`src/rtl/gpio_edge_pkg.sv`:
```
package gpio_edge_pkg;

  typedef enum logic [1:0] {
    EDGE_RISE = 2'd0,
    EDGE_FALL = 2'd1,
    EDGE_ANY  = 2'd2
  } edge_kind_e;

  localparam int ADDR_W = 3;

  // word addresses; software sees these times four
  localparam logic [ADDR_W-1:0] A_DATA = 3'd0;
  localparam logic [ADDR_W-1:0] A_DIR  = 3'd1;
  localparam logic [ADDR_W-1:0] A_MASK = 3'd2;
  localparam logic [ADDR_W-1:0] A_CAPT = 3'd3;
  localparam logic [ADDR_W-1:0] A_SET  = 3'd4;
  localparam logic [ADDR_W-1:0] A_CLR  = 3'd5;

  localparam int MAXW = 64;

  // edges between previous and current synchronised sample
  function automatic logic [MAXW-1:0] edge_bits(
    input logic [MAXW-1:0] cur,
    input logic [MAXW-1:0] prev,
    input edge_kind_e      kind
  );
    logic [MAXW-1:0] up, dn;
    up = cur & ~prev;
    dn = ~cur & prev;
    case (kind)
      EDGE_RISE: edge_bits = up;
      EDGE_FALL: edge_bits = dn;
      default:   edge_bits = up | dn;
    endcase
  endfunction

  // bits of the capture register a write removes
  function automatic logic [MAXW-1:0] capture_clear(
    input logic [MAXW-1:0] wdata,
    input logic            per_bit
  );
    capture_clear = per_bit ? wdata : {MAXW{1'b1}};
  endfunction

endpackage

```
`src/rtl/gpio_sync.sv`:
```
module gpio_sync #(
  parameter int WIDTH = 32
) (
  input  logic             clk,
  input  logic             rst_n,
  input  logic [WIDTH-1:0] async_in,
  output logic [WIDTH-1:0] sync_out
);

  logic [WIDTH-1:0] stage1;

  always_ff @(posedge clk or negedge rst_n) begin
    if (!rst_n) begin
      stage1   <= '0;
      sync_out <= '0;
    end else begin
      stage1   <= async_in;
      sync_out <= stage1;
    end
  end

endmodule

```
`src/rtl/gpio_out_regs.sv`:
```
module gpio_out_regs
  import gpio_edge_pkg::*;
#(
  parameter int WIDTH = 32
) (
  input  logic              clk,
  input  logic              rst_n,
  input  logic              wr,
  input  logic [ADDR_W-1:0] addr,
  input  logic [WIDTH-1:0]  wdata,
  output logic [WIDTH-1:0]  out_q,
  output logic [WIDTH-1:0]  dir_q,
  output logic [WIDTH-1:0]  mask_q
);

  logic set_hit, clr_hit, data_hit;
  assign data_hit = wr && (addr == A_DATA);
  assign set_hit  = wr && (addr == A_SET);
  assign clr_hit  = wr && (addr == A_CLR);

  always_ff @(posedge clk or negedge rst_n) begin
    if (!rst_n) begin
      out_q  <= '0;
      dir_q  <= '0;
      mask_q <= '0;
    end else begin
      if (data_hit)     out_q <= wdata;
      else if (set_hit) out_q <= out_q | wdata;
      else if (clr_hit) out_q <= out_q & ~wdata;
      if (wr && addr == A_DIR)  dir_q  <= wdata;
      if (wr && addr == A_MASK) mask_q <= wdata;
    end
  end


  set_or_chk: assert property (@(posedge clk) disable iff (!rst_n)
    set_hit |=> ((out_q & $past(wdata)) == $past(wdata)));


  clr_and_chk: assert property (@(posedge clk) disable iff (!rst_n)
    clr_hit |=> ((out_q & $past(wdata)) == '0));


  set_keeps_chk: assert property (@(posedge clk) disable iff (!rst_n)
    set_hit |=> ((out_q & $past(out_q)) == $past(out_q)));


  idle_addr_chk: assert property (@(posedge clk) disable iff (!rst_n)
    (wr && addr > A_CLR) |=> ($stable(out_q) && $stable(dir_q) && $stable(mask_q)));

endmodule

```
`src/rtl/gpio_edge_cap.sv`:
```
module gpio_edge_cap
  import gpio_edge_pkg::*;
#(
  parameter int         WIDTH     = 32,
  parameter edge_kind_e EDGE_KIND = EDGE_RISE,
  parameter bit         W1C       = 1'b1
) (
  input  logic             clk,
  input  logic             rst_n,
  input  logic [WIDTH-1:0] sync_in,
  input  logic             clr_wr,
  input  logic [WIDTH-1:0] clr_data,
  output logic [WIDTH-1:0] edge_hit,
  output logic [WIDTH-1:0] cap_q
);

  logic [WIDTH-1:0] prev_q;
  logic [WIDTH-1:0] clr_mask;
  logic [MAXW-1:0]  edge_wide, clr_wide;

  always_comb begin
    edge_wide = edge_bits(MAXW'(sync_in), MAXW'(prev_q), EDGE_KIND);
    clr_wide  = capture_clear(MAXW'(clr_data), W1C);
  end

  assign edge_hit = edge_wide[WIDTH-1:0];
  assign clr_mask = clr_wr ? clr_wide[WIDTH-1:0] : '0;

  always_ff @(posedge clk or negedge rst_n) begin
    if (!rst_n) begin
      prev_q <= '0;
      cap_q  <= '0;
    end else begin
      prev_q <= sync_in;
      cap_q  <= (cap_q & ~clr_mask) | edge_hit;
    end
  end


  edge_needs_change_chk: assert property (@(posedge clk) disable iff (!rst_n)
    (edge_hit & ~(sync_in ^ prev_q)) == '0);


  cap_sticky_chk: assert property (@(posedge clk) disable iff (!rst_n)
    ##1 ((cap_q & $past(cap_q & ~clr_mask)) == $past(cap_q & ~clr_mask)));


  edge_wins_chk: assert property (@(posedge clk) disable iff (!rst_n)
    ##1 ((cap_q & $past(edge_hit)) == $past(edge_hit)));


  cap_no_spurious_chk: assert property (@(posedge clk) disable iff (!rst_n)
    ##1 ((cap_q & ~$past(cap_q) & ~$past(edge_hit)) == '0));

endmodule

```
`src/rtl/gpio_edge_port.sv`:
```
module gpio_edge_port
  import gpio_edge_pkg::*;
#(
  parameter int         WIDTH     = 32,
  parameter edge_kind_e EDGE_KIND = EDGE_RISE,
  parameter bit         W1C       = 1'b1
) (
  input  logic              clk,
  input  logic              rst_n,
  input  logic [2:0]        bus_addr,
  input  logic              bus_rd,
  input  logic              bus_wr,
  input  logic [WIDTH-1:0]  bus_wdata,
  output logic [WIDTH-1:0]  bus_rdata,
  input  logic [WIDTH-1:0]  pin_in,
  output logic [WIDTH-1:0]  pin_out,
  output logic [WIDTH-1:0]  pin_oe,
  output logic              irq
);

  logic [WIDTH-1:0] pins_sync;
  logic [WIDTH-1:0] out_q, dir_q, mask_q, cap_q, edge_hit;
  logic             cap_wr;
  logic [WIDTH-1:0] pending;

  gpio_sync #(.WIDTH(WIDTH)) u_sync (
    .clk      (clk),
    .rst_n    (rst_n),
    .async_in (pin_in),
    .sync_out (pins_sync)
  );

  gpio_out_regs #(.WIDTH(WIDTH)) u_regs (
    .clk    (clk),
    .rst_n  (rst_n),
    .wr     (bus_wr),
    .addr   (bus_addr),
    .wdata  (bus_wdata),
    .out_q  (out_q),
    .dir_q  (dir_q),
    .mask_q (mask_q)
  );

  assign cap_wr = bus_wr && (bus_addr == A_CAPT);

  gpio_edge_cap #(
    .WIDTH     (WIDTH),
    .EDGE_KIND (EDGE_KIND),
    .W1C       (W1C)
  ) u_cap (
    .clk      (clk),
    .rst_n    (rst_n),
    .sync_in  (pins_sync),
    .clr_wr   (cap_wr),
    .clr_data (bus_wdata),
    .edge_hit (edge_hit),
    .cap_q    (cap_q)
  );

  assign pin_oe  = dir_q;
  assign pin_out = out_q & dir_q;
  assign pending = cap_q & mask_q;
  assign irq     = |pending;

  always_comb begin
    bus_rdata = '0;
    if (bus_rd) begin
      case (bus_addr)
        A_DATA:  bus_rdata = pins_sync;
        A_DIR:   bus_rdata = dir_q;
        A_MASK:  bus_rdata = mask_q;
        A_CAPT:  bus_rdata = cap_q;
        default: bus_rdata = '0;
      endcase
    end
  end


  irq_source_chk: assert property (@(posedge clk) disable iff (!rst_n)
    irq |-> (mask_q != '0 && cap_q != '0));


  drive_gated_chk: assert property (@(posedge clk) disable iff (!rst_n)
    (pin_out & ~pin_oe) == '0);


  rd_idle_chk: assert property (@(posedge clk) disable iff (!rst_n)
    !bus_rd |-> bus_rdata == '0);


  irq_follows_edge_chk: assert property (@(posedge clk) disable iff (!rst_n)
    ((edge_hit & mask_q) != '0 && !bus_wr) |=> irq);

endmodule

```
`config.mk`:
```
export PLATFORM = sky130hd
export DESIGN_NAME = gpio_edge_port
export DESIGN_NICKNAME = d
export VERILOG_FILES = /design/src/rtl/gpio_edge_pkg.sv /design/src/rtl/gpio_sync.sv /design/src/rtl/gpio_out_regs.sv /design/src/rtl/gpio_edge_cap.sv /design/src/rtl/gpio_edge_port.sv
export SDC_FILE = /design/constraint.sdc
export NUM_CORES = 1
export LEC_CHECK = 0
export BUFFER_PORTS_ARGS = -buffer_cell sky130_fd_sc_hd__buf_2
export CORE_MARGIN = 2
export CORE_UTILIZATION = 40
export CTS_CLUSTER_SIZE = 40
export DETAILED_ROUTE_END_ITERATION = 8
export PLACE_DENSITY = 0.62
export SYNTH_ARGS = -nofsm -noshare
export SYNTH_HDL_FRONTEND = slang
export SYNTH_HIERARCHICAL = 1
export SYNTH_SLANG_ARGS = --single-unit
export TNS_END_PERCENT = 5
```
`constraint.sdc`:
```
create_clock -name clk -period 1.6 [get_ports clk]
set_input_delay 0.16 -clock clk [delete_from_list [all_inputs] [get_ports clk]]
set_output_delay 0.16 -clock clk [all_outputs]
set_load 0.02 [all_outputs]
```
* Word-level counts from Yosys, hierarchy flattened
Index checks and enable logic that the tools add are counted. W data, S select, Z words.
Word-level totals: bits of input ports 71, register bits 224, RAM bits 0, ROM bits 0, bits in latches 0, memories 0
Operators by class: bitwise operators 10, muxes and demuxes 6, $add $sub $neg 0, divide/modulo/power cells 0, multiply operators 0, reductions and logical operators 9, shifts and indexed selects 0, magnitude comparators 0, equality and inequality tests 5
Operators with widths (count):
- $and A32 B32 Y32 | 5
- $mux W32 | 5
- $pmux W32 S4 | 1
- $not A32 Y32 | 3
- $or A32 B32 Y32 | 2
- $reduce_or A32 Y1 | 1
- $eq A3 B2 Y1 const B | 2
- $eq A3 B3 Y1 const B | 2
- $logic_and A1 B1 Y1 | 6
- $eq A3 B1 Y1 const B | 1
- $logic_not A3 Y1 | 1
- $reduce_bool A3 Y1 | 1

* Logic depth before layout (Yosys ltp)
Gate-level depths: netlist of run 1.
word-level depth 6, depth in mapped cells 7, mapped depth without buffers 4

* Hierarchy
Netlist of run 1, hierarchy kept.
By module, submodules not included:
- gpio_out_regs | cells each 280, times used 1, area an instance 3928.8 µm²
- gpio_edge_cap | cells each 163, times used 1, area an instance 2195.9 µm²
- gpio_sync | cells each 64, times used 1, area an instance 1601.5 µm²
- gpio_edge_port | cells each 171, times used 1, area an instance 1136.1 µm²

* Worst setup path before layout of run 1
OpenSTA, ideal clock, no wires.
kind flip-flop to output port, start point register u_regs.mask_q[23], end point output port irq, data required time 1440 ps, path buffers 0, stages on the path, launching flop included 4, slack 172 ps, data arrival time 1268 ps, path through dfrtp_1 a22oi_1 nand4_1 or4_1
Between the ends: cells in the longest elaborated chain, start to end 2
RTL lines:
- start, declared | RTL line gpio_out_regs.sv:13 | output logic [WIDTH-1:0] mask_q
- start signal, assigned | RTL line gpio_out_regs.sv:31 | if (wr && addr == A_MASK) mask_q <= wdata;
- $and A32 B32 Y32 | RTL line gpio_edge_port.sv:62 | assign pending = cap_q & mask_q;
- $reduce_or A32 Y1 | RTL line gpio_edge_port.sv:63 | assign irq = |pending;
- end, declared | RTL line gpio_edge_port.sv:18 | output logic irq
No other way between the ends.

* Worst setup path after layout of run 1
start point register u_regs.mask_q[16], end point output port irq
The elaborated chain is that of the path after synthesis.

==> qor.csv, run 1 <==
stage;metric;value;unit
critical_path;WP data arrival;1.98;ns
global_route;initial antenna violation count;0;
yosys;Seq cells post-synth;224;
global_route;first-pass GRT wire length;38.8;mm
floorplanning;Die Y;153;um
critical_path;type of the worst setup path;flop to output pin;
clock_network;clock tree sinks;224;
drt;Detail Route met2 WL;11.0;mm
timing;number of slew-limit violations in the final report;0;
critical_path;flop2flop setup slack;0.65;ns
critical_path;Setup crit end kind;output pin;
final_layout;Non-Filler Cell Area, Final;12500;sq um
run_status;violated checks;setup timing;
clock_network;H-tree depth;1;
yosys;fraction of synthesis flops using an asynchronous set or reset pin;100;%
final_layout;leading cell type in the layout, fill and taps excluded;sky130_fd_sc_hd__dfrtp_1;
final_layout;count of nets after finishing;1076;
critical_path;Req. time, crit path;1.44;ns
final_layout;post-layout utilization of the core;57.7;%
final_layout;number of antenna repair diodes;0;
timing;final-report setup violation count;27;
yosys;fraction of synthesized cell area in xor and xnor cells;0;%
place;PortBufs;167;
clock_network;post-CTS setup repair buffer count;0;
clock_network;latest clock arrival within the worst-skew pair;0.50;ns
floorplanning;core area;21800;sq um
timing;Final Hold Violating Endpoints;0;
final_layout;share of post-route cells with drive strength above 1;43.3;%
drt;detailed-routing wirelength on met1;11.8;mm
clock_network;TritonCTS clock tree;done;
yosys;post-synth design cell area;8860;sq um
yosys;simple logic cell fraction of the synthesized area;8.82;%
run_status;result of the run;finished with violations;
yosys;share of synthesized area occupied by flip-flops and latches;63.3;%
critical_path;Critical Path Fanout Max;2;
yosys;post-synthesis adder-cell area fraction;0;%
floorplanning;Die Footprint;23400;sq um
global_route;grt total ovfl;0;
floorplanning;die width;153;um
drt;number of DRC markers after the initial detailed-route iteration;431;
global_route;total global-route track usage;20.9;%
clock_network;number of buffers created by CTS;24;
yosys;gate count after technology mapping;678;
timing;Period Utilization, post-route;134;%
floorplanning;starting utilization of the core area;40.7;%
place;area post-placement;10900;sq um
timing;clk_skew;0.00438;ns
place;routability cong.;0.785;
timing;Final Worst Setup Slack;-0.538;ns
drt;Routed WL per cell;18.7;um
pwr;VDD IR-drop max;0.768;mV
timing;Hold Slack;0.190;ns
drt;DRC Markers;0;
place;DPL Wire Length;16.5;mm
drt;vias after detailed routing;6618;
yosys;Most used DFF post-synth;sky130_fd_sc_hd__dfrtp_1;
drt;Top Layer Used;met4;
drt;detailed-routed wire length on met3;1.06;mm
yosys;number of enable flip-flop cells after synthesis;0;
floorplanning;count of pins on the block boundary;168;
drt;total detailed-routing wirelength;24.3;mm
floorplanning;cell row count;54;
clock_network;cell chosen for the clock root;sky130_fd_sc_hd__clkbuf_16;
clock_network;clock input transition at the sequential cells of the worst setup and hold paths;0.06;ns
pwr;Leakage;5.51;nW
yosys;Post-Synthesis Mean Instance Area;13.1;sq um
yosys;number of warnings printed during yosys synthesis;6;
yosys;main combinational cell family by area after synthesis;compound AO/OA/AOI/OAI gates;
drt;iteration count of the initial detailed-routing pass;4;
timing;Worst Max-Slew Pin Slew;0.493;ns
flow_run;max cap viols;0;
yosys;Compound-Gate Fraction of Synth Area;17.1;%
global_route;pin count of the biggest net entering global routing;59;
timing;relative max-transition margin;67.1;%
yosys;net count of the mapped netlist;749;
drt;post-route antenna net violation count;0;
final_layout;most used cells in the layout excluding fill and tap cells;224 x sky130_fd_sc_hd__dfrtp_1, 159 x sky130_fd_sc_hd__buf_2, 91 x sky130_fd_sc_hd__buf_4;
place;Worst Setup Slack post-DPL;-0.207;ns
worst_hold_path;hold crit path type;input pin to asynchronous set/reset pin;
timing;maximum clock rate;468;MHz
clock_network;Clock Path Buffers;3;
critical_path;Worst setup SP type;flop;
yosys;number of different library cells in the post-synthesis netlist;25;
drt;average vias per placed instance;5.09;
timing;setup repair after global routing missed its margin;yes;
global_route;vias in the first global route;6840;
yosys;share of cell area taken by muxes after synthesis;8.13;%
timing;Period minus WS final;2.14;ns
pwr;power density over the cells;1170;nW/um^2
final_layout;signed area change from the synthesized netlist to the final layout;41.5;%
-- kinds of logic after synthesis --
| kind of cell | count (synthesis) |
|---|---|
| AO/OA/AOI/OAI | 208 |
| multiplexers | 64 |
| AND/OR/NAND/NOR | 144 |
| buffers and inverters | 38 |
| flip-flops | 224 |
-- worst paths after layout --
check / start / to / cells past startpoint
worst max register to register: u_regs/mask_q[13] / u_regs/mask_q[13] / 2
worst min-delay path: rst_n / asynchronous set/reset pin / 2
worst min register to register: u_sync/stage1[17] / u_sync/sync_out[17] / 0
worst max-delay path: u_regs/mask_q[16] / irq / 4
min in group clk: pin_in[19] / u_sync/stage1[19] / 2
max in group asynchronous: rst_n / u_cap/cap_q[28] / 3
-- critical path, stage by stage (launching register included) --
cell and delay [ns]:
sky130_fd_sc_hd__dfrtp_1 0.38, sky130_fd_sc_hd__a22oi_2 0.22, sky130_fd_sc_hd__nand4_1 0.15, sky130_fd_sc_hd__or4_4 0.56, sky130_fd_sc_hd__buf_6 0.15
-- stage by stage --
step                      total power [mW]  TNS (ns)  std cells
after floorplan                       7.84         0        678
after global placement                9.11     -3.49       1194
after detailed placement              9.15     -4.97       1194
after CTS                             14.7     -2.60       1301
after global routing                  15.3     -3.69       1301
final                                 14.6     -1.69       1301
-- synthesized netlist by cell type, types with 16 or more instances --
cell type / count / share of area [%]
sky130_fd_sc_hd__mux2_2: 48 / 6.1
sky130_fd_sc_hd__nor2_1: 32 / 1.4
sky130_fd_sc_hd__a22oi_1: 80 / 6.8
sky130_fd_sc_hd__a21oi_2: 30 / 3.0
sky130_fd_sc_hd__dfrtp_1: 224 / 63
sky130_fd_sc_hd__nand2_1: 32 / 1.4
sky130_fd_sc_hd__a21oi_1: 34 / 1.9
sky130_fd_sc_hd__and2_1: 33 / 2.3
sky130_fd_sc_hd__a211oi_1: 32 / 2.7
sky130_fd_sc_hd__a21o_1: 32 / 2.7
sky130_fd_sc_hd__nor2b_1: 32 / 2.3
sky130_fd_sc_hd__mux2_1: 16 / 2.0
-- power breakdown --
part	switching [mW]	total, mW	internal (mW)
clock network	2.16	5.32	3.16
registers	0.464	6.72	6.26
logic	1.28	2.57	1.29
total	3.91	14.6	10.7
-- metal layers --
| metal | global-route usage, % | vias to the layer above |
|---|---|---|
| li1 | - | 3110 |
| met1 | 31.7 | 3291 |
| met2 | 32.1 | 183 |
| met3 | 3.09 | 34 |
| met4 | 4.23 | 0 |
| met5 | 0 | - |
-- cell type report --
type                    count  area [sq um]
clock buffers              36           737
clock inverters             6          32.5
repair buffers            339          2540
fillers                  1767          9210
flip-flops and latches    224          5610
multi-input cells         416          3280
well taps                 280           350
-- repair_timing --
action	in CTS	in global routing
resized for setup	33	24
setup endpoints to repair	33	33
hold buffers	65	0
pin swaps	7	3
hold endpoints to repair	305	0
Power figures use the tool's default switching activity.
==> run 2: changes to the inputs <==
--- a/config.mk
+++ b/config.mk
@@ -8,8 +8,10 @@
 export BUFFER_PORTS_ARGS = -buffer_cell sky130_fd_sc_hd__buf_2
 export CORE_MARGIN = 2
 export CORE_UTILIZATION = 40
+export CTS_CLUSTER_DIAMETER = 200
 export CTS_CLUSTER_SIZE = 40
 export DETAILED_ROUTE_END_ITERATION = 8
+export HOLD_SLACK_MARGIN = 0.12
 export PLACE_DENSITY = 0.62
 export SYNTH_ARGS = -nofsm -noshare
 export SYNTH_HDL_FRONTEND = slang
==> constraint.sdc (replaced) <==
create_clock -name clk -period 2 [get_ports clk]
set_input_delay 0.2 -clock clk [delete_from_list [all_inputs] [get_ports clk]]
set_output_delay 0.2 -clock clk [all_outputs]
set_load 0.02 [all_outputs]
==> run 2 against run 1 <==
The run still ends with setup timing left. Worst setup slack improved by 0.39 ns. Worst hold slack improved by 0.064 ns. Critical endpoint unchanged. Via count fell by 5.4%. Non-clock buffer count fell by 80. Clock skew rose by 0.023 ns. Critical path depth did not move. Utilization fell by 6.5 points. Sequential cell count did not move. Sequential share of layout area rose by 5.6 points. Combinational power fell by 36%. Highest routed layer unchanged.
==> qor.csv, run 2 (synthesis results as in run 1) <==
stage;metric;value;unit;change
drt;post-route antenna net violation count;0;;unchanged
timing;relative max-transition margin;52.6;%;-14 points
timing;Final Hold Violating Endpoints;0;;unchanged
place;area post-placement;10200;sq um;-6.6%
global_route;total global-route track usage;19.3;%;-1.5 points
floorplanning;Die Y;153;um;unchanged
place;DPL Wire Length;15.1;mm;-8.5%
global_route;vias in the first global route;6204;;-9.3%
floorplanning;core area;21800;sq um;unchanged
floorplanning;die width;153;um;unchanged
timing;maximum clock rate;465;MHz;
pwr;power density over the cells;831;nW/um^2;-29%
floorplanning;starting utilization of the core area;40.7;%;unchanged
timing;clk_skew;0.0275;ns;+0.0231 ns
clock_network;cell chosen for the clock root;sky130_fd_sc_hd__clkbuf_16;;
final_layout;signed area change from the synthesized netlist to the final layout;25.7;%;
critical_path;Req. time, crit path;1.80;ns;+0.36 ns
final_layout;most used cells in the layout excluding fill and tap cells;224 x sky130_fd_sc_hd__dfrtp_1, 165 x sky130_fd_sc_hd__buf_2, 74 x sky130_fd_sc_hd__a22oi_1;;
floorplanning;count of pins on the block boundary;168;;unchanged
timing;accumulated negative setup slack;-0.151;ns;+1.54 ns
worst_hold_path;hold crit path type;input pin to asynchronous set/reset pin;;
critical_path;launching point of the worst reg2reg path;u_regs/mask_q[13];;
timing;Period Utilization, post-route;108;%;
floorplanning;cell row count;54;;unchanged
timing;Final Worst Setup Slack;-0.151;ns;+0.386 ns
drt;total detailed-routing wirelength;22.7;mm;-6.5%
critical_path;Setup crit end kind;output pin;;
timing;Worst Max-Slew Pin Slew;0.710;ns;+0.217 ns
drt;vias after detailed routing;6258;;-5.4%
timing;number of slew-limit violations in the final report;0;;unchanged
final_layout;share of post-route cells with drive strength above 1;32.7;%;-11 points
clock_network;TritonCTS clock tree;done;;
drt;iteration count of the initial detailed-routing pass;4;;unchanged
drt;number of DRC markers after the initial detailed-route iteration;444;;+3.0%
run_status;violated checks;setup timing;;
pwr;Leakage;4.82;nW;-12%
clock_network;Clock Path Buffers;3;;unchanged
pwr;Clk pwr share;23.7;%;-13 points
pwr;switch share;28.5;%;+1.8 points
final_layout;number of antenna repair diodes;0;;unchanged
critical_path;WP data arrival;1.95;ns;-0.03 ns
critical_path;flop2flop setup slack;1.05;ns;+0.40 ns
final_layout;leading cell type in the layout, fill and taps excluded;sky130_fd_sc_hd__dfrtp_1;;
critical_path;Critical Path Fanout Max;2;;unchanged
clock_network;clock tree sinks;224;;unchanged
global_route;grt total ovfl;0;;unchanged
timing;Period minus WS final;2.15;ns;
final_layout;Non-Filler Cell Area, Final;11100;sq um;-11%
pwr;internal power consumption;6.61;mW;-38%
pwr;power dissipated by switching net loads;2.64;mW;-32%
critical_path;worst reg2reg path depth;2;;unchanged
drt;DRC Markers;0;;unchanged
global_route;initial antenna violation count;0;;unchanged
timing;final-report setup violation count;1;;-96%
critical_path;Worst setup SP type;flop;;
pwr;part of the power in registers;58.5;%;+12 points
critical_path;type of the worst setup path;flop to output pin;;
floorplanning;Die Footprint;23400;sq um;unchanged
flow_run;max cap viols;0;;unchanged
clock_network;clock input transition at the sequential cells of the worst setup and hold paths;0.14;ns;+0.08 ns
timing;setup repair after global routing missed its margin;yes;;
drt;Routed WL per cell;19.1;um;+2.3%
pwr;VDD IR-drop max;0.522;mV;-32%
global_route;pin count of the biggest net entering global routing;64;;+8.5%
clock_network;H-tree depth;1;;unchanged
global_route;first-pass GRT wire length;36.2;mm;-6.6%
clock_network;latest clock arrival within the worst-skew pair;0.47;ns;-0.03 ns
pwr;sum of internal, switching and leakage power;9.25;mW;-37%
place;routability cong.;0.795;;+1.3%
critical_path;worst reg2reg path endpoint;u_regs/mask_q[13];;
place;PortBufs;167;;unchanged
final_layout;count of nets after finishing;981;;-8.8%
clock_network;number of buffers created by CTS;9;;-63%
pwr;Gate power share;17.8;%;+0.2 points
drt;average vias per placed instance;5.26;;+3.5%
run_status;result of the run;finished with violations;;
[run 2: changes by cell type in the layout (fill, tap and decap cells not counted), moves of 4 or more]
cell and change:
sky130_fd_sc_hd__buf_12 -6, sky130_fd_sc_hd__clkbuf_8 -7, sky130_fd_sc_hd__clkinv_2 -5, sky130_fd_sc_hd__a21oi_1 +9, sky130_fd_sc_hd__clkbuf_16 -16, sky130_fd_sc_hd__buf_6 -5
sky130_fd_sc_hd__buf_2 +6, sky130_fd_sc_hd__a22oi_1 +27, sky130_fd_sc_hd__a21oi_2 -9, sky130_fd_sc_hd__a22oi_2 -27, sky130_fd_sc_hd__buf_4 -74, sky130_fd_sc_hd__clkbuf_1 -4
[run 2: final cells by class]
class | instances | area (sq um)
Clock buffer | 9 | 225
Multi-Input combinational cell | 416 | 3110
Tap cell | 280 | 350
Sequential cell | 224 | 5610
Timing Repair Buffer | 259 | 1830
Clock inverter | 1 | 16.3
Fill cell | 1910 | 10600
[run 2: layer usage]
metal  global-route usage, %  routed length (um)  vias up
met5                       0                   0        -
li1                        -                   -     2905
met2                    29.7               10200      174
met3                    2.41                1020       13
met4                    2.87                 183        0
met1                    30.2               11300     3166
[run 2: per-stage QoR]
step	hold slack, ns	utilization, %	worst slack (ns)	instances
5_1_grt	0.299	51.2	-0.232	1189
3_5_place_dp	0.192	46.7	0.204	1108
3_3_place_gp	0.193	46.7	0.230	1108
6_report	0.254	51.2	-0.151	1189
2_1_floorplan	-0.0956	-	0.532	678
4_1_cts	0.260	51.1	-0.192	1187
[run 2: critical path: stages (launching register included)]
cell                      delay (ns)
sky130_fd_sc_hd__dfrtp_1        0.42
sky130_fd_sc_hd__a22oi_2        0.25
sky130_fd_sc_hd__nand4_1        0.15
sky130_fd_sc_hd__or4_4          0.50
sky130_fd_sc_hd__buf_6          0.15
[run 2: worst max path at each step]
| stage | startpoint | to |
|---|---|---|
| 2_1_floorplan | u_regs/mask_q[23] | irq |
| 3_3_place_gp | bus_addr[2] | flop |
| 3_5_place_dp | u_cap/cap_q[24] | irq |
| 4_1_cts | u_cap/cap_q[24] | irq |
| 5_1_grt | u_regs/mask_q[16] | irq |
| 6_report | u_cap/cap_q[24] | irq |
[run 2: repair_timing]
action	CTS	global route
setup buffers	4	2
pin swaps	4	3
endpoints found under the setup margin	1	1
gates resized for setup	8	1
hold endpoints to repair	316	0
hold buffers	65	0
[run 2: power by group through the flow]
stage	clock, mW	combinational [mW]	sequential [mW]
after global routing	2.46	1.79	5.49
after CTS	2.29	1.65	5.42
final	2.20	1.64	5.41
after floorplan	0	0.730	5.54
after global placement	0	1.49	5.48
after detailed placement	0	1.52	5.50
==> run 3: changes to the inputs <==
--- a/config.mk
+++ b/config.mk
@@ -7,12 +7,12 @@
 export LEC_CHECK = 0
 export BUFFER_PORTS_ARGS = -buffer_cell sky130_fd_sc_hd__buf_2
 export CORE_MARGIN = 2
-export CORE_UTILIZATION = 40
+export CORE_UTILIZATION = 55
 export CTS_CLUSTER_DIAMETER = 200
 export CTS_CLUSTER_SIZE = 40
 export DETAILED_ROUTE_END_ITERATION = 8
 export HOLD_SLACK_MARGIN = 0.12
-export PLACE_DENSITY = 0.62
+export PLACE_DENSITY = 0.8
 export SYNTH_ARGS = -nofsm -noshare
 export SYNTH_HDL_FRONTEND = slang
 export SYNTH_HIERARCHICAL = 1
==> run 3 against run 2 <==
The flow still finishes with violations (setup timing). Global-route usage up 7.7 points. Final cell count decreased by 4.8%. Worst setup slack got worse by 0.0084 ns. Routed wire length is 1.1% higher. Critical endpoint unchanged. Largest cell class unchanged.
==> qor.csv, run 3 (synthesis results as in run 1) <==
stage;metric;value;unit;change
run_status;result of the run;finished with violations;;
run_status;violated checks;setup timing;;
drt;post-route antenna net violation count;0;;unchanged
critical_path;capture point of the critical path;irq;;
worst_hold_path;hold crit path type;input pin to asynchronous set/reset pin;;
timing;Final Worst Setup Slack;-0.160;ns;-0.00840 ns
floorplanning;count of pins on the block boundary;168;;unchanged
floorplanning;starting utilization of the core area;56.0;%;+15 points
pwr;Gate power share;18.2;%;+0.4 points
critical_path;worst reg2reg path endpoint;u_regs/mask_q[16];;
final_layout;Final Instance Count excl. Fillers;1132;;-4.8%
clock_network;cell chosen for the clock root;sky130_fd_sc_hd__clkbuf_16;;
drt;average vias per placed instance;5.82;;+11%
drt;DRC Markers;0;;unchanged
pwr;part of the power in registers;58.5;%;about the same
critical_path;WP data arrival;1.96;ns;about the same
drt;vias after detailed routing;6593;;+5.4%
clock_network;clock tree sinks;224;;unchanged
critical_path;Worst setup SP type;flop;;
global_route;initial antenna violation count;2;;+2
floorplanning;die width;131;um;-14%
timing;setup repair after global routing missed its margin;yes;;
clock_network;latest clock arrival within the worst-skew pair;0.47;ns;about the same
critical_path;Setup crit end kind;output pin;;
global_route;pin count of the biggest net entering global routing;83;;+30%
pwr;switch share;28.4;%;-0.12 points
drt;iteration count of the initial detailed-routing pass;5;;+1
critical_path;Critical Path Fanout Max;3;;+1
global_route;vias in the first global route;6716;;+8.3%
timing;relative max-transition margin;58.4;%;+5.8 points
drt;total detailed-routing wirelength;22.9;mm;+1.1%
critical_path;type of the worst setup path;flop to output pin;;
place;Post-Place Cells;1049;;-5.3%
place;routability cong.;0.826;;+3.9%
pwr;VDD IR-drop max;0.597;mV;+14%
floorplanning;core area;15800;sq um;-27%
timing;maximum clock rate;463;MHz;-0.39%
final_layout;post-layout utilization of the core;70.0;%;+19 points
clock_network;clock input transition at the sequential cells of the worst setup and hold paths;0.14;ns;about the same
flow_run;max cap viols;0;;unchanged
timing;final-report setup violation count;1;;unchanged
final_layout;most used cells in the layout excluding fill and tap cells;224 x sky130_fd_sc_hd__dfrtp_1, 165 x sky130_fd_sc_hd__buf_2, 73 x sky130_fd_sc_hd__a22oi_1;;
clock_network;TritonCTS clock tree;done;;
pwr;Clk pwr share;23.3;%;-0.4 points
final_layout;share of post-route cells with drive strength above 1;33.0;%;+0.37 points
critical_path;launching point of the worst reg2reg path;u_regs/mask_q[16];;
final_layout;signed area change from the synthesized netlist to the final layout;25.0;%;
place;DPL Wire Length;15.3;mm;+1.8%
clock_network;Clock Path Buffers;3;;unchanged
final_layout;leading cell type in the layout, fill and taps excluded;sky130_fd_sc_hd__dfrtp_1;;
floorplanning;Die Footprint;17100;sq um;-27%
drt;number of DRC markers after the initial detailed-route iteration;544;;+23%
clock_network;number of buffers created by CTS;9;;unchanged
global_route;grt total ovfl;0;;unchanged
clock_network;H-tree depth;1;;unchanged
final_layout;filler instances;1094;;-43%
pwr;Leakage;4.84;nW;+0.38%
global_route;first-pass GRT wire length;35.6;mm;-1.6%
pwr;internal power consumption;6.62;mW;about the same
drt;Routed WL per cell;20.3;um;+6.2%
pwr;power density over the cells;834;nW/um^2;+0.43%
critical_path;Req. time, crit path;1.80;ns;about the same
timing;clk_skew;0.0223;ns;-0.00519 ns
critical_path;worst reg2reg path depth;2;;unchanged
timing;Period minus WS final;2.16;ns;+0.00840 ns
floorplanning;cell row count;46;;-15%
timing;Hold Slack;0.285;ns;+0.0308 ns
final_layout;count of nets after finishing;986;;+0.51%
timing;Final Hold Violating Endpoints;0;;unchanged
critical_path;flop2flop setup slack;1.08;ns;+0.03 ns
timing;number of slew-limit violations in the final report;0;;unchanged
timing;accumulated negative setup slack;-0.160;ns;-0.00840 ns
timing;Period Utilization, post-route;108;%;+0.42 points
critical_path;Worst Setup SP;u_regs/mask_q[24];;
pwr;power dissipated by switching net loads;2.62;mW;-0.55%
timing;Worst Max-Slew Pin Slew;0.624;ns;-0.0861 ns
floorplanning;Die Y;131;um;-14%
global_route;total global-route track usage;27.1;%;+7.7 points
place;PortBufs;167;;unchanged
==> run 3: cell count changes in the layout (fill, tap and decap cells not counted) <==
cell	change
sky130_fd_sc_hd__nand2b_1	+1
sky130_fd_sc_hd__buf_12	-2
sky130_fd_sc_hd__a22oi_2	+1
sky130_fd_sc_hd__buf_4	+7
sky130_fd_sc_hd__nand2b_2	-1
sky130_fd_sc_hd__diode_2	+2
sky130_fd_sc_hd__a22oi_1	-1
==> run 3: cell type report <==
cell class / instances / area, sq um / share of cell area, %
antenna: 2 / 5.00 / 0.0452
clock buffer: 9 / 225 / 2.03
clock inverter: 1 / 16.3 / 0.147
multi-input combinational: 416 / 3110 / 28.1
sequential: 224 / 5610 / 50.6
tap: 216 / 270 / 2.44
timing repair buffer: 264 / 1840 / 16.6
==> run 3: what timing repair did <==
item | 4_1_cts | 5_1_grt
resized for setup | 9 | 1
setup endpoints to repair | 1 | 1
hold endpoints to repair | 236 | 0
cloned | 0 | 0
setup buffers | 5 | 1
hold buffers | 65 | 0
pin swaps | 4 | 2
==> run 3: metrics by stage <==
step	area [sq um]	total power, mW	worst slack, ns
after floorplan	8860	6.27	0.532
after global placement	10100	6.92	0.202
after detailed placement	10100	7.01	0.215
after CTS	11100	9.27	-0.154
after global routing	11100	9.63	-0.224
final	11100	9.24	-0.160
==> run 3: how the worst min path moves through the flow <==
stage / slack, ns / from / cells past startpoint / end
global placement: 0.23 / rst_n / 1 / u_sync/sync_out[26]
finish: 0.29 / rst_n / 2 / u_sync/sync_out[26]
CTS: 0.33 / rst_n / 2 / u_regs/dir_q[26]
floorplan: -0.1 / rst_n / 0 / u_cap/cap_q[0]
detailed placement: 0.24 / rst_n / 1 / u_regs/dir_q[26]
global route: 0.35 / pin_in[17] / 2 / u_sync/stage1[17]
==> run 3: critical path, cell delays in order, from the launching register on <==
cell	delay [ns]
sky130_fd_sc_hd__dfrtp_1	0.43
sky130_fd_sc_hd__a22oi_2	0.24
sky130_fd_sc_hd__nand4_1	0.15
sky130_fd_sc_hd__or4_4	0.52
sky130_fd_sc_hd__buf_6	0.15
==> run 3: power groups by stage <==
stage	clock network (mW)	registers [mW]	logic (mW)
6_report	2.15	5.41	1.68
5_1_grt	2.35	5.47	1.81
4_1_cts	2.20	5.40	1.67
3_5_place_dp	0	5.48	1.53
3_3_place_gp	0	5.43	1.48
2_1_floorplan	0	5.54	0.730
==> run 3: per-layer routing <==
| layer | part of all wire, % | global-route usage, % |
|---|---|---|
| met5 | 0 | 0 |
| met1 | 42 | 37.9 |
| met3 | 7.1 | 4.15 |
| met2 | 49 | 44.9 |
| met4 | 1.9 | 7.32 |
